`config.mk`:
```
export PLATFORM = sky130hd
export DESIGN_NAME = tim_chan_top
export DESIGN_NICKNAME = d
export VERILOG_FILES = /design/src/rtl/tim_chan_pkg.sv /design/src/rtl/tim_chan_ctrl.sv /design/src/rtl/tim_chan_dp.sv /design/src/rtl/tim_chan_top.sv
export SDC_FILE = /design/constraint.sdc
export NUM_CORES = 1
export LEC_CHECK = 0
export CAP_MARGIN = 15
export CORE_MARGIN = 2
export CORE_UTILIZATION = 55
export CTS_BUF_LIST = sky130_fd_sc_hd__clkbuf_8
export CTS_CLUSTER_DIAMETER = 60
export DETAILED_ROUTE_END_ITERATION = 8
export DONT_BUFFER_PORTS = 1
export GPL_TIMING_DRIVEN = 1
export MAX_ROUTING_LAYER = met4
export PLACE_DENSITY = 0.8
export SKIP_CTS_REPAIR_TIMING = 1
export SYNTH_ARGS = -nofsm -noshare
export SYNTH_HDL_FRONTEND = slang
export SYNTH_SLANG_ARGS = --single-unit
```
`constraint.sdc`:
```
create_clock -name clk -period 1.45 [get_ports clk]
set_input_delay 0.0725 -clock clk [delete_from_list [all_inputs] [get_ports clk]]
set_output_delay 0.0725 -clock clk [all_outputs]
set_load 0.05 [all_outputs]
```
`src/rtl/tim_chan_pkg.sv`:
```
package tim_chan_pkg;

  // bit positions of the control word written at address 0
  localparam int CTL_MODE    = 0;
  localparam int CTL_EDGE_LO = 1;
  localparam int CTL_OVF     = 3;
  localparam int CTL_FLAGCLR = 4;
  localparam int CTL_W       = 5;

  typedef enum logic [1:0] {
    EDGE_OFF  = 2'b00,
    EDGE_RISE = 2'b01,   // capture rising / toggle on match
    EDGE_FALL = 2'b10,   // capture falling / clear on match
    EDGE_BOTH = 2'b11    // capture either / set on match
  } edgeSel_t;

  typedef struct packed {
    logic capLoad;
    logic swLoad;
    logic outSet;
    logic outClr;
    logic outTog;
    logic flagSet;
    logic flagClr;
  } chanStrobes_t;

endpackage

```
`src/rtl/tim_chan_ctrl.sv`:
```
module tim_chan_ctrl
  import tim_chan_pkg::*;
#(
  parameter int SYNC_STAGES = 2
) (
  input  logic               clk,
  input  logic               rstN,
  input  logic               ctlWrite,
  input  logic [CTL_W-1:0]   ctlData,
  input  logic               valWrite,
  input  logic               cntHeld,
  input  logic               cntOverflow,
  input  logic               cmpEqual,
  input  logic               chanIn,
  output chanStrobes_t       strobes,
  output logic               compareMode
);

  logic     modeBit;
  edgeSel_t edgeSel;
  logic     ovfTogEn;

  logic [SYNC_STAGES-1:0] syncReg;
  logic                   lastIn;
  logic                   inRise, inFall;
  logic                   running, captureMode;
  logic                   capHit, matchHit, ovfHit;

  // mode/edge only writable while the shared counter is held
  always_ff @(posedge clk or negedge rstN) begin
    if (!rstN) begin
      modeBit  <= 1'b0;
      edgeSel  <= EDGE_OFF;
      ovfTogEn <= 1'b0;
    end else if (ctlWrite) begin
      ovfTogEn <= ctlData[CTL_OVF];
      if (cntHeld) begin
        modeBit <= ctlData[CTL_MODE];
        edgeSel <= edgeSel_t'(ctlData[CTL_EDGE_LO +: 2]);
      end
    end
  end

  // input synchronizer, depth chosen by parameter
  generate
    if (SYNC_STAGES == 1) begin : g_sync1
      always_ff @(posedge clk or negedge rstN) begin
        if (!rstN) syncReg <= '0;
        else       syncReg <= chanIn;
      end
    end else begin : g_syncN
      always_ff @(posedge clk or negedge rstN) begin
        if (!rstN) syncReg <= '0;
        else       syncReg <= {syncReg[SYNC_STAGES-2:0], chanIn};
      end
    end
  endgenerate

  always_ff @(posedge clk or negedge rstN) begin
    if (!rstN) lastIn <= 1'b0;
    else       lastIn <= syncReg[SYNC_STAGES-1];
  end

  assign inRise = syncReg[SYNC_STAGES-1] & ~lastIn;
  assign inFall = ~syncReg[SYNC_STAGES-1] & lastIn;

  assign running     = ~cntHeld;
  assign compareMode = (edgeSel != EDGE_OFF) && modeBit;
  assign captureMode = (edgeSel != EDGE_OFF) && !modeBit;

  always_comb begin
    unique case (edgeSel)
      EDGE_RISE: capHit = inRise;
      EDGE_FALL: capHit = inFall;
      EDGE_BOTH: capHit = inRise | inFall;
      default:   capHit = 1'b0;
    endcase
    capHit = capHit && captureMode && running;
  end

  assign matchHit = compareMode && running && cmpEqual;
  assign ovfHit   = compareMode && running && ovfTogEn && cntOverflow && !matchHit;

  always_comb begin
    strobes         = '0;
    strobes.capLoad = capHit;
    strobes.swLoad  = valWrite;
    strobes.flagSet = capHit | matchHit;
    strobes.flagClr = ctlWrite && ctlData[CTL_FLAGCLR];
    if (edgeSel == EDGE_OFF) begin
      // preset level: mode 1 -> low, mode 0 -> high
      strobes.outSet = !modeBit;
      strobes.outClr = modeBit;
    end else if (matchHit) begin
      unique case (edgeSel)
        EDGE_RISE: strobes.outTog = 1'b1;
        EDGE_FALL: strobes.outClr = 1'b1;
        default:   strobes.outSet = 1'b1;
      endcase
    end else if (ovfHit) begin
      strobes.outTog = 1'b1;
    end
  end

endmodule

```
`src/rtl/tim_chan_dp.sv`:
```
module tim_chan_dp
  import tim_chan_pkg::*;
#(
  parameter int CNT_W = 16
) (
  input  logic             clk,
  input  logic             rstN,
  input  chanStrobes_t     strobes,
  input  logic [CNT_W-1:0] cntValue,
  input  logic [CNT_W-1:0] wrData,
  output logic [CNT_W-1:0] chanReg,
  output logic             chanOut,
  output logic             chanFlag,
  output logic             cmpEqual
);

  always_ff @(posedge clk or negedge rstN) begin
    if (!rstN)                chanReg <= '0;
    else if (strobes.capLoad) chanReg <= cntValue;
    else if (strobes.swLoad)  chanReg <= wrData;
  end

  always_ff @(posedge clk or negedge rstN) begin
    if (!rstN)               chanOut <= 1'b1;
    else if (strobes.outSet) chanOut <= 1'b1;
    else if (strobes.outClr) chanOut <= 1'b0;
    else if (strobes.outTog) chanOut <= ~chanOut;
  end

  always_ff @(posedge clk or negedge rstN) begin
    if (!rstN)                chanFlag <= 1'b0;
    else if (strobes.flagSet) chanFlag <= 1'b1;
    else if (strobes.flagClr) chanFlag <= 1'b0;
  end

  assign cmpEqual = (cntValue == chanReg);

endmodule

```
`src/rtl/tim_chan_top.sv`:
```
module tim_chan_top
  import tim_chan_pkg::*;
#(
  parameter int CNT_W       = 16,
  parameter int SYNC_STAGES = 2
) (
  input  logic             clk,
  input  logic             rstN,
  input  logic             wrEn,
  input  logic             wrAddr,
  input  logic [CNT_W-1:0] wrData,
  input  logic [CNT_W-1:0] cntValue,
  input  logic             cntHeld,
  input  logic             cntOverflow,
  input  logic             chanIn,
  output logic             chanOut,
  output logic             chanOutEn,
  output logic             chanFlag,
  output logic [CNT_W-1:0] chanReg
);

  chanStrobes_t strobes;
  logic         cmpEqual;

  tim_chan_ctrl #(.SYNC_STAGES(SYNC_STAGES)) u_ctrl (
    .clk         (clk),
    .rstN        (rstN),
    .ctlWrite    (wrEn && !wrAddr),
    .ctlData     (wrData[CTL_W-1:0]),
    .valWrite    (wrEn && wrAddr),
    .cntHeld     (cntHeld),
    .cntOverflow (cntOverflow),
    .cmpEqual    (cmpEqual),
    .chanIn      (chanIn),
    .strobes     (strobes),
    .compareMode (chanOutEn)
  );

  tim_chan_dp #(.CNT_W(CNT_W)) u_dp (
    .clk      (clk),
    .rstN     (rstN),
    .strobes  (strobes),
    .cntValue (cntValue),
    .wrData   (wrData),
    .chanReg  (chanReg),
    .chanOut  (chanOut),
    .chanFlag (chanFlag),
    .cmpEqual (cmpEqual)
  );

endmodule

```
==> key figures <==
Pwr
  – NetSw: 1.42 mW
  – Sw Share: 0.448
  – Lkg Pwr: 0.947 nW
  – Clock network power share: 0.134
  – Flop pwr share: 0.338
  – Cell internal pwr: 1.74 mW
  – Pwr dens: 1510 nW/um^2
  – Gate power share: 0.528
  – Max VDD drop: 0.00141 V

Floorplan
  – I/O pin cnt: 58
  – Rows: 18
  – Die area: 3000 sq um
  – Initial Util: 0.578
  – Core Area: 2450 sq um
  – Die span in x: 54.8 microns
  – Die height: 54.8 microns

Worst setup path
  – Worst EP required: 1.65 ns
  – CP startpoint: u_ctrl.lastIn$_DFF_PN0_
  – Reg-to-Reg Start: u_ctrl.lastIn$_DFF_PN0_
  – Element type at the critical path end: flop
  – Critical path class: flop to flop
  – CP Launch Type: flop
  – Crit-path max FO: 8
  – Crit path DAT: 1.92 ns

Status
  – Failing checks: negative hold slack, negative setup slack
  – Status: complete, but fails checks

Logic synthesis
  – Commonest register cell after synthesis: dfrtp_1
  – Syn nets: 179
  – Yosys top cell area share: 0.423
  – Post-Syn Area: 1420 sq um
  – Mean Syn Cell Area: 10.6 sq um
  – Fraction of registers with async set/reset: 1.00
  – Yosys top cell by area: dfrtp_1
  – Synth area leaders: dfrtp_1, mux2i_1, xnor2_1
  – Post-synth top cells: dfrtp_1, nand2_1, mux2i_1
  – Number of distinct library cells after synthesis: 26
  – Mapped Cells: 134
  – Top-count cell post-synth: dfrtp_1
  – Yosys reg bits: 25
  – Sequential share of the synthesized area: 0.442
  – Yosys warnings: 0
  – Post-synth EDFFs: 0

STA
  – Final setup fails: 18
  – Worst-margin pin slew: 0.549 ns
  – Setup slack after layout: -0.274 ns
  – Relative slew margins: 0.631
  – RSZ-0062 raised after global routing: yes
  – Tcrit/Tclk final: 1.19
  – Fin. Hold Viols: 6
  – Hold Slack: -0.0690 ns
  – Max Freq: 580 MHz
  – Post-route minimum period: 1.72 ns
  – Clock skew: 0.00485 ns
  – Pins Over Slew Limit: 0

Route
  – Routed met2 length: 2070 microns
  – Metal1 wirelength: 1500 microns
  – Met3 WL: 263 microns
  – Wire length per cell: 17.9 microns
  – Post-Route WL: 3910 microns
  – Top layer reached by signal wires: met4
  – Vias/cell: 5.66
  – Via Count: 1234
  – TritonRoute pass-1 iters: 4
  – Iteration-0 DRC Markers: 12
  – Final routed DRC violation total: 0
  – Post-route ant nets: 0

CTS
  – Num CTS Buffers: 3
  – Clock latency on the worst-skew pair: 0.27 ns
  – CTS tree: done
  – H-tree lvl count: 1
  – Clock Sink Count: 25
  – Clk root buf: clkbuf_8
  – Clock Tree Buf Depth: 2
  – Clk slew on worst S/H paths: 0.09 ns

Worst hold path
  – Hold WC Path Type: input pin to flop
  – Launch point of the worst hold path: cntValue[9]

Global route
  – All-Layer GR Usage: 0.233
  – Grt ovf: 0
  – First-pass GRT wire length: 4770 microns
  – Vias in the first global route: 1113
  – Initial antenna violation count: 0
  – Largest net degree at the start of global routing: 26

Place
  – Placed cell area: 1660 sq um
  – Placer congestion estimate: 0.815
  – Port bufs: 0
  – Hpwl dp: 2530 microns

Finish
  – Filler Cell Count: 132
  – Design area: 2090 sq um
  – Layout cell share with drive strength beyond 1: 0.410
  – Final net count: 234
  – Area Overhead vs Synth: 47.0%
  – # diodes: 0

Job
  – Max Cap Viol: 0
-- placed cells by master (no fill, tap or decap), types with 3 or more instances in the layout --
| cell | count |
|---|---|
| inv_1 | 3 |
| clkbuf_8 | 3 |
| xor2_1 | 5 |
| nand2_1 | 16 |
| nand2_2 | 5 |
| buf_4 | 26 |
| buf_6 | 3 |
| mux2i_1 | 16 |
| xnor2_1 | 8 |
| nand4_1 | 3 |
| ha_1 | 4 |
| xnor2_2 | 4 |
| dfrtp_1 | 8 |
| o21ai_1 | 15 |
| dlygate4sd3_1 | 23 |
| dfrtp_2 | 16 |
| mux2_2 | 4 |
| a21oi_1 | 3 |
-- worst paths after layout --
| kind | endpoint | slack, ns | cells after the start |
|---|---|---|---|
| worst max-delay path | u_dp.chanReg[7]$_DFFE_PN0P_ | -0.27 | 8 |
| worst min-delay path | u_dp.chanReg[9]$_DFFE_PN0P_ | -0.07 | 2 |
| worst max register to register | u_dp.chanReg[7]$_DFFE_PN0P_ | -0.27 | 8 |
| worst min register to register | u_ctrl.syncReg[1]$_DFF_PN0_ | 0.36 | 0 |
| max in group asynchronous | u_dp.chanOut$_DFFE_PN1P_ | 1.00 | 2 |
| min in group asynchronous | u_ctrl.ovfTogEn$_DFFE_PN0P_ | 0.23 | 2 |
-- routing by layer --
metal / vias up / track usage
li1: 571 / -
met1: 600 / 0.270
met2: 53 / 0.395
met3: 10 / 0.0519
met4: 0 / 0.0792
met5: - / -
-- cell families (layout without fill, tap and decap cells) --
logic type	after synthesis	in the layout	share of synthesized area
fa+ha+maj	6	6	0.0529
buf+inv	9	63	0.0406
compound gates	23	23	0.0882
xor+xnor	17	17	0.105
simple gates	33	33	0.119
mux	21	21	0.153
flops	25	25	0.442
-- state kept, by name, summed over array words and instances (netlist names) --
name             flops
u_ctrl.syncReg       2
u_ctrl.lastIn        1
u_ctrl.modeBit       1
u_dp.chanReg        16
u_ctrl.edgeSel       2
u_ctrl.ovfTogEn      1
u_dp.chanFlag        1
u_dp.chanOut         1
-- critical path, cell delays in order, from the launching register on --
cell and delay, ns:
dfrtp_1 0.36, inv_1 0.05, ha_1 0.28, inv_1 0.06, a222oi_1 0.11, nor4_4 0.43
buf_4 0.25, nand2_1 0.06, o21ai_1 0.07
-- cell type report --
class | instances | area [sq um] | area share
timing repair buffer | 54 | 499 | 0.239
clock buffer | 3 | 41.3 | 0.0198
multi-input combinational | 100 | 835 | 0.400
tap | 30 | 37.5 | 0.0180
clock inverter | 1 | 5.00 | 0.00240
sequential | 25 | 647 | 0.310
inverter | 5 | 21.3 | 0.0102
-- power groups by stage --
stage	Combinational (mW)	Clock, mW	Sequential [mW]
CTS	1.44	0.422	1.04
detailed placement	1.44	0	1.06
global placement	1.40	0	1.04
floorplan	0.465	0	1.62
global route	1.76	0.449	1.09
finish	1.67	0.423	1.07
-- stage by stage --
| step | setup TNS, ns | worst slack [ns] | util | std cells | power, mW |
|---|---|---|---|---|---|
| 6_report | -4.30 | -0.274 | 0.850 | 218 | 3.16 |
| 4_1_cts | -5.39 | -0.329 | 0.695 | 192 | 2.91 |
| 3_5_place_dp | -4.76 | -0.299 | 0.676 | 188 | 2.50 |
| 3_3_place_gp | -3.60 | -0.224 | 0.676 | 188 | 2.45 |
| 2_1_floorplan | -2.11 | -0.166 | - | 134 | 2.08 |
| 5_1_grt | -6.77 | -0.454 | 0.850 | 218 | 3.31 |
Power figures use the tool's default switching activity.
